<file path="src/rtl/split_pkg.sv">
// Shared types for the segment chunker.
// Assumes: included first in compile order.
package split_pkg;

    // Control states of the chunker sequencer.
    typedef enum logic [2:0] {
        ST_TAKE,      // waiting for an input segment
        ST_PLAN,      // decide whole emit or start piece-count division
        ST_DIV_MULT,  // piece-count division running
        ST_DIV_LEN,   // piece-length division running
        ST_EMIT,      // presenting a sub-segment
        ST_DRAIN,     // discarding rest of a rejected list
        ST_FAULT      // presenting the error beat
    } split_state_e;

endpackage

</file>
<file path="src/rtl/split_divider.sv">
// Restoring unsigned divider, one quotient bit per cycle.
// Assumes: divisor is never zero when start is given; start is taken
// only while idle; done pulses for one cycle with the quotient valid
// and the unit idle again in that same cycle.
module split_divider #(
    parameter int W = 17
) (
    input  logic         clk,
    input  logic         rst_n,
    input  logic         start,
    input  logic [W-1:0] dividend,
    input  logic [W-1:0] divisor,
    output logic         busy,
    output logic         done,
    output logic [W-1:0] quotient
);
    localparam int CW = $clog2(W + 1);

    logic [W-1:0]  rem_q;
    logic [W-1:0]  quo_q;
    logic [W-1:0]  den_q;
    logic [W-1:0]  num_q;
    logic [CW-1:0] cnt_q;
    logic          busy_q;
    logic          done_q;
    logic [W:0]    trial;

    // Partial remainder shifted left with the next dividend bit.
    always_comb begin
        trial = {rem_q, quo_q[W-1]};
    end

    // Iteration register: load on start, one subtract-or-shift per cycle.
    always_ff @(posedge clk) begin
        if (!rst_n) begin
            rem_q  <= '0;
            quo_q  <= '0;
            den_q  <= '0;
            num_q  <= '0;
            cnt_q  <= '0;
            busy_q <= 1'b0;
            done_q <= 1'b0;
        end else begin
            done_q <= 1'b0;
            if (start && !busy_q) begin
                rem_q  <= '0;
                quo_q  <= dividend;
                den_q  <= divisor;
                num_q  <= dividend;
                cnt_q  <= CW'(W);
                busy_q <= 1'b1;
            end else if (busy_q) begin
                if (trial >= {1'b0, den_q}) begin
                    rem_q <= W'(trial - {1'b0, den_q});
                    quo_q <= {quo_q[W-2:0], 1'b1};
                end else begin
                    rem_q <= trial[W-1:0];
                    quo_q <= {quo_q[W-2:0], 1'b0};
                end
                cnt_q <= cnt_q - 1'b1;
                if (cnt_q == CW'(1)) begin
                    busy_q <= 1'b0;
                    done_q <= 1'b1;
                end
            end
        end
    end

    assign busy     = busy_q;
    assign done     = done_q;
    assign quotient = quo_q;

    // the quotient handed out is the exact floor of the division.
    a_r2_quotient_exact: assert property (@(posedge clk) disable iff (!rst_n)
        done |-> (({{W{1'b0}}, quotient} * {{W{1'b0}}, den_q}) <= {{W{1'b0}}, num_q}) &&
                 ((({{W{1'b0}}, quotient} + 1'b1) * {{W{1'b0}}, den_q}) > {{W{1'b0}}, num_q}));

endmodule

</file>
<file path="src/rtl/split_tally.sv">
// Per-list byte total and sub-segment count.
// Assumes: clear marks the closing beat and wins over a chunk in the
// same cycle; add and chunk never coincide (input stalls while emitting).
module split_tally #(
    parameter int LEN_W   = 16,
    parameter int TOTAL_W = 24,
    parameter int COUNT_W = 10
) (
    input  logic               clk,
    input  logic               rst_n,
    input  logic               add_en,
    input  logic [LEN_W-1:0]   add_len,
    input  logic               chunk_en,
    input  logic               clear,
    output logic [TOTAL_W-1:0] total,
    output logic [COUNT_W-1:0] count
);
    logic [TOTAL_W-1:0] total_q;
    logic [COUNT_W-1:0] count_q;

    // Accumulate accepted lengths and emitted pieces; restart per list.
    always_ff @(posedge clk) begin
        if (!rst_n || clear) begin
            total_q <= '0;
            count_q <= '0;
        end else begin
            if (add_en) begin
                total_q <= total_q + TOTAL_W'(add_len);
            end
            if (chunk_en) begin
                count_q <= count_q + 1'b1;
            end
        end
    end

    assign total = total_q;
    assign count = count_q;

endmodule

</file>
<file path="src/rtl/seg_chunker.sv">
// Splits a list of (address, length) segments into sub-segments whose
// length fits CHUNK_W bits. Oversized remainders are cut into near-equal
// pieces aligned to 2**ALIGN_BITS bytes using a sequential divider.
// Assumes: LEN_W >= CHUNK_W; one list is closed by the beat with in_last.
module seg_chunker
    import split_pkg::*;
#(
    parameter int ADDR_W     = 32,
    parameter int LEN_W      = 16,
    parameter int CHUNK_W    = 13,
    parameter int ALIGN_BITS = 2,
    parameter int TOTAL_W    = 24,
    parameter int COUNT_W    = 10
) (
    input  logic               clk,
    input  logic               rst_n,
    input  logic               in_valid,
    output logic               in_ready,
    input  logic [ADDR_W-1:0]  in_addr,
    input  logic [LEN_W-1:0]   in_len,
    input  logic               in_last,
    output logic               out_valid,
    input  logic               out_ready,
    output logic [ADDR_W-1:0]  out_addr,
    output logic [CHUNK_W-1:0] out_len,
    output logic               out_last,
    output logic               out_err,
    output logic [TOTAL_W-1:0] out_total,
    output logic [COUNT_W-1:0] out_count
);
    localparam int MAX_LEN    = (1 << CHUNK_W) - 1;
    localparam int ALIGN_MASK = (1 << ALIGN_BITS) - 1;
    localparam int STEP       = MAX_LEN & ~ALIGN_MASK;
    localparam int DW         = LEN_W + 1;

    split_state_e       state_q;
    logic [ADDR_W-1:0]  cur_addr_q;
    logic [LEN_W-1:0]   cur_rem_q;
    logic               seg_last_q;
    logic [CHUNK_W-1:0] chunk_len_q;

    logic               in_fire;
    logic               out_fire;
    logic               seg_bad;
    logic               oversize;
    logic               final_piece;
    logic               div_start;
    logic [DW-1:0]      div_a;
    logic [DW-1:0]      div_b;
    logic               div_busy;
    logic               div_done;
    logic [DW-1:0]      div_q;
    logic [TOTAL_W-1:0] tally_total;
    logic [COUNT_W-1:0] tally_count;

    // Handshake and decision terms for the sequencer.
    always_comb begin
        in_ready    = (state_q == ST_TAKE) || (state_q == ST_DRAIN);
        out_valid   = (state_q == ST_EMIT) || (state_q == ST_FAULT);
        in_fire     = in_valid && in_ready;
        out_fire    = out_valid && out_ready;
        seg_bad     = (in_len == '0) || (in_addr[ALIGN_BITS-1:0] != '0);
        oversize    = cur_rem_q > LEN_W'(MAX_LEN);
        final_piece = cur_rem_q == LEN_W'(chunk_len_q);
    end

    // Divider operand selection: piece count first, then piece length.
    always_comb begin
        div_start = 1'b0;
        div_a     = {1'b0, cur_rem_q};
        div_b     = DW'(STEP);
        if (state_q == ST_PLAN && oversize) begin
            div_start = 1'b1;
            div_a     = {1'b0, cur_rem_q} + DW'(STEP - 1);
            div_b     = DW'(STEP);
        end else if (state_q == ST_DIV_MULT && div_done) begin
            div_start = 1'b1;
            div_a     = {1'b0, cur_rem_q};
            div_b     = div_q;
        end
    end

    // Sequencer: accept, plan, divide, emit, or drain a rejected list.
    always_ff @(posedge clk) begin
        if (!rst_n) begin
            state_q     <= ST_TAKE;
            cur_addr_q  <= '0;
            cur_rem_q   <= '0;
            seg_last_q  <= 1'b0;
            chunk_len_q <= '0;
        end else begin
            case (state_q)
                ST_TAKE: begin
                    if (in_fire) begin
                        if (seg_bad) begin
                            state_q <= in_last ? ST_FAULT : ST_DRAIN;
                        end else begin
                            cur_addr_q <= in_addr;
                            cur_rem_q  <= in_len;
                            seg_last_q <= in_last;
                            state_q    <= ST_PLAN;
                        end
                    end
                end
                ST_PLAN: begin
                    if (oversize) begin
                        state_q <= ST_DIV_MULT;
                    end else begin
                        chunk_len_q <= CHUNK_W'(cur_rem_q);
                        state_q     <= ST_EMIT;
                    end
                end
                ST_DIV_MULT: begin
                    if (div_done) begin
                        state_q <= ST_DIV_LEN;
                    end
                end
                ST_DIV_LEN: begin
                    if (div_done) begin
                        chunk_len_q <= CHUNK_W'(div_q) & ~CHUNK_W'(ALIGN_MASK);
                        state_q     <= ST_EMIT;
                    end
                end
                ST_EMIT: begin
                    if (out_fire) begin
                        cur_addr_q <= cur_addr_q + ADDR_W'(chunk_len_q);
                        cur_rem_q  <= cur_rem_q - LEN_W'(chunk_len_q);
                        state_q    <= final_piece ? ST_TAKE : ST_PLAN;
                    end
                end
                ST_DRAIN: begin
                    if (in_fire && in_last) begin
                        state_q <= ST_FAULT;
                    end
                end
                ST_FAULT: begin
                    if (out_fire) begin
                        state_q <= ST_TAKE;
                    end
                end
                default: state_q <= ST_TAKE;
            endcase
        end
    end

    split_divider #(.W(DW)) u_div (
        .clk      (clk),
        .rst_n    (rst_n),
        .start    (div_start),
        .dividend (div_a),
        .divisor  (div_b),
        .busy     (div_busy),
        .done     (div_done),
        .quotient (div_q)
    );

    split_tally #(.LEN_W(LEN_W), .TOTAL_W(TOTAL_W), .COUNT_W(COUNT_W)) u_tally (
        .clk      (clk),
        .rst_n    (rst_n),
        .add_en   (in_fire && (state_q == ST_TAKE) && !seg_bad),
        .add_len  (in_len),
        .chunk_en (out_fire && (state_q == ST_EMIT)),
        .clear    (out_fire && out_last),
        .total    (tally_total),
        .count    (tally_count)
    );

    // Output beat assembly: sub-segment or error beat.
    always_comb begin
        out_err   = (state_q == ST_FAULT);
        out_addr  = out_err ? '0 : cur_addr_q;
        out_len   = out_err ? '0 : chunk_len_q;
        out_last  = out_err || ((state_q == ST_EMIT) && final_piece && seg_last_q);
        out_total = tally_total;
        out_count = (state_q == ST_EMIT) ? tally_count + 1'b1 : tally_count;
    end

    // sub-segment lengths stay within 1..MAX_LEN.
    a_r4_len_range: assert property (@(posedge clk) disable iff (!rst_n)
        (out_valid && !out_err) |-> (out_len != '0) && (int'(out_len) <= MAX_LEN));

    // every sub-segment starts on an aligned address.
    a_r3_chunk_aligned: assert property (@(posedge clk) disable iff (!rst_n)
        (out_valid && !out_err) |-> (out_addr[ALIGN_BITS-1:0] == '0));

    // a stalled beat is held unchanged.
    a_r10_hold: assert property (@(posedge clk) disable iff (!rst_n)
        (out_valid && !out_ready) |=> out_valid && $stable(out_addr) && $stable(out_len)
                                      && $stable(out_last) && $stable(out_err));

    // no input is taken while the divider works.
    a_r9_stall_divide: assert property (@(posedge clk) disable iff (!rst_n)
        div_busy |-> !in_ready);

    // a good closing beat always reports at least one sub-segment.
    a_r8_count_nonzero: assert property (@(posedge clk) disable iff (!rst_n)
        (out_valid && out_last && !out_err) |-> (out_count != '0));

endmodule

</file>
<file path="config.mk">
export PLATFORM = sky130hd
export DESIGN_NAME = seg_chunker
export DESIGN_NICKNAME = d
export VERILOG_FILES = /design/src/rtl/split_pkg.sv /design/src/rtl/split_divider.sv /design/src/rtl/split_tally.sv /design/src/rtl/seg_chunker.sv
export SDC_FILE = /design/constraint.sdc
export NUM_CORES = 1
export LEC_CHECK = 0
export ABC_AREA = 0
export BUFFER_PORTS_ARGS = -buffer_cell sky130_fd_sc_hd__buf_4
export CAP_MARGIN = 20
export CORE_ASPECT_RATIO = 1.5
export CORE_MARGIN = 2
export CORE_UTILIZATION = 42
export CTS_BUF_LIST = sky130_fd_sc_hd__clkbuf_8
export CTS_CLUSTER_DIAMETER = 40
export CTS_CLUSTER_SIZE = 40
export DETAILED_ROUTE_END_ITERATION = 8
export GPL_TIMING_DRIVEN = 0
export PLACE_DENSITY = 0.66
export RECOVER_POWER = 50
export SETUP_SLACK_MARGIN = 0.3
export SYNTH_ARGS = -nofsm -noshare
export SYNTH_HDL_FRONTEND = slang
export SYNTH_SLANG_ARGS = --single-unit
export TNS_END_PERCENT = 20
</file>
<file path="constraint.sdc">
create_clock -name clk -period 9.6 [get_ports clk]
set_input_delay 2.88 -clock clk [delete_from_list [all_inputs] [get_ports clk]]
set_output_delay 2.88 -clock clk [all_outputs]
set_load 0.005 [all_outputs]
</file>
==> flow_summary.ini <==
[power_and_ir_drop]
clkPwrFrac_pct = 15.5
swShare_pct = 47.3
peakVddDrop_v = 0.000220
power_density_nw_per_um2 = 286
p_leak_uw = 0.00488
p_int_uw = 1840
seqPwrFrac_pct = 25.3
power_uw = 3500
p_switching_uw = 1660
pwr-share-comb_pct = 59.2

[setup_path]
cp-start-kind = register
r2r_setup_slack_ns = 6.42
crit_type = reg2out
arrival_ns = 3.10
crit_path_end_kind = output pin
crit_required_ns = 6.72
path_max_fanout = 10

[sta]
fin_setup_tns_ns = 0
fmax_ghz = 0.167
period_needed_ns = 5.98
finalHoldViolCount = 0
setup_viol_count_final = 0
worstMarginPinSlew_ns = 1.02
drv_slew = 0
worst_slew_margin_rel_pct = 31.4
rsz0062_at_grt = no
hold_ws_ns = 0.481
fin_skew_ns = 0.0200
min_period_over_period_pct = 62.2

[floorplan]
fp.dieW_um = 133
core-area_um2 = 24400
dieHeight_um = 197
start_util_pct = 42.7
io_pins = 136
dieArea_um2 = 26100
num_rows = 70

[logic_synthesis]
async_reset_ff_share_pct = 0
synth_area_um2 = 10400
synth_cell_types = 71
synth_edf_count = 0
yosysWarnings = 0
synthCells = 1383
synth_nets = 1503
synth.avg_cell_area_um2 = 7.54
ys.flop_type = dfxtp_1
yosys-top-cells-area = dfxtp_1 (30%), ha_1 (7.6%), nor2_1 (6.6%)
synth_top_cell_area_share_pct = 30.1
synth_seq_cells = 157
yosysSeqAreaShare_pct = 30.1
synth.largest_area_cell = dfxtp_1

[grt]
grt_pass1_vias = 10700
antenna_found_initial = 0
grt.total_usage_pct = 27.2
grt_pass1_wl_um = 56300
gr-total-overflow = 0
grt_max_degree = 17

[final_layout]
nets = 1656
seq_area_um2 = 3140
area_growth_syn_to_layout_pct = 17.3
multiInputGateArea_um2 = 6800
antenna_cells = 0
drive_above_1_share_pct = 11.7
num-fill-cells = 2477

[clock_tree]
cts-hold-fix-buffers = 0
clock-sinks = 157
clk_latency_ns = 0.48
cts_tree = yes
post-cts-setup-buffers = 0
cts_resized = 0
clockBufferDepth = 2
ctsRootBufferMaster = clkbuf_8
htreeDepth = 4
cts_inserted_buffers = 17
path_clk_slew_ns = 0.10

[detailed_routing]
wl_per_cell_um = 19.1
ant_nets = 0
drtPass1Iterations = 6
vias_per_cell = 5.79
vias = 10900
drt_iter0_drc = 663
drc = 0
routed_wl_um = 35700

[worst_hold_path]
hp-class = reg2reg

[run]
cap_violations = 0

[placed_design]
portBuffers = 134
gp_congestion = 0.992
dp_hpwl_um = 27700

[status]
outcome = completed
metrics by stage:
| step | util, % | cell area, um2 | setup slack, ns | instances |
|---|---|---|---|---|
| finish | 50.1 | 12200 | 3.62 | 1873 |
| global route | 50.1 | 12200 | 3.46 | 1873 |
| CTS | 50.2 | 12300 | 3.71 | 1873 |
| detailed placement | 48.5 | 11800 | 3.93 | 1841 |
| global placement | 48.5 | 11800 | 3.97 | 1841 |
| floorplan | - | 10400 | 4.36 | 1383 |
cell families (layout without fill, tap and decap cells):
kind of cell,count (synthesis),after routing,share of synthesized area [%]
adder cells (fa/ha/maj),67,67,8.33
AND/OR/NAND/NOR,565,565,25.5
AO/OA/AOI/OAI,377,377,23.6
buffers and inverters,127,293,4.69
flip-flops,157,157,30.1
multiplexers,16,16,1.56
XOR/XNOR,74,74,6.21
cells in the final DEF (no fill, tap or decap), types with 5 or more instances in the layout:
| master | n |
|---|---|
| buf_2 | 6 |
| or4_1 | 6 |
| clkbuf_8 | 19 |
| o21ai_0 | 73 |
| ha_1 | 63 |
| nand3_1 | 51 |
| clkbuf_1 | 72 |
| and2_1 | 43 |
| o22ai_1 | 17 |
| mux2i_1 | 14 |
| o31a_1 | 5 |
| o21a_1 | 16 |
| nor2b_1 | 13 |
| nand2b_1 | 13 |
| buf_4 | 107 |
| xor2_1 | 20 |
| nor3_1 | 35 |
| o211ai_1 | 5 |
| a21oi_1 | 115 |
| nor2_1 | 184 |
| a31oi_1 | 9 |
| dfxtp_1 | 157 |
| a22oi_1 | 5 |
| nand4_1 | 13 |
| a211oi_1 | 26 |
| xnor2_1 | 54 |
| a222oi_1 | 15 |
| and3_1 | 21 |
| o31ai_1 | 6 |
| a21o_1 | 19 |
| or3_1 | 13 |
| clkbuf_4 | 22 |
| nor4_1 | 14 |
| a311oi_1 | 25 |
| nand2_1 | 139 |
| inv_1 | 50 |
area by class of cell:
class,count,area share [%]
Buffer,74,2.36
Sequential cell,157,25.7
Timing Repair Buffer,134,8.04
Tap cell,324,3.31
Inverter,53,1.63
Multi-Input combinational cell,1099,55.6
Clock inverter,13,1.27
Clock buffer,19,2.14
cells in the mapped netlist, drive strengths merged (14+ instances only):
master  instances
nor4           15
o21ai          75
a311oi         25
clkbuf         64
mux2i          14
xor2           20
inv            50
nor3           35
a211oi         27
a21o           20
ha             63
nand2         139
nand3          51
a21oi         117
o21a           17
dfxtp         157
and3           21
a222oi         15
nor2          184
and2           44
o22ai          17
xnor2          54
final timing paths:
path / start / to / cells past startpoint
worst max-delay path: state_q[1] / out_len[6] / 7
worst min register to register: u_tally.total[12] / u_tally.total[12] / 2
worst max register to register: u_div.quotient[16] / u_div.rem_q[13] / 12
worst min-delay path: u_tally.total[12] / u_tally.total[12] / 2
power by group through the flow:
stage	Clock, uW	Sequential (uW)	Combinational, uW
after CTS	543	880	2060
after global placement	0	893	2030
final	543	884	2070
after detailed placement	0	895	2050
after global routing	570	899	2300
after floorplan	0	846	1510
metal layers:
layer  part of all wire [%]  vias to the layer above  global-route usage, %  wire (um)
met5                      0                        -                      0          0
met4                    6.1                        0                   16.9       2190
met3                    5.9                      119                   3.68       2100
met2                     51                      410                   50.0      18300
met1                     37                     5038                   29.2      13100
li1                       -                     5284                      -          -
critical path, stage by stage (launching register included):
cell      delay [ns]
dfxtp_1         0.32
clkbuf_1        0.31
clkbuf_1        0.45
nand2_1         0.42
inv_1           0.23
clkbuf_1        0.52
nor2_1          0.18
buf_4           0.18
state kept, by name (all words and copies together), names as in the netlist:
name            flops
u_tally.count      10
state_q             3
u_tally.total      24
cur_addr_q         32
u_div.cnt_q         5
u_div.busy          1
u_div.den_q        17
u_div.quotient     17
cur_rem_q          16
u_div.rem_q        17
u_div.done          1
seg_last_q          1
chunk_len_q        13
Note: power is estimated with default switching activity, not from simulation.
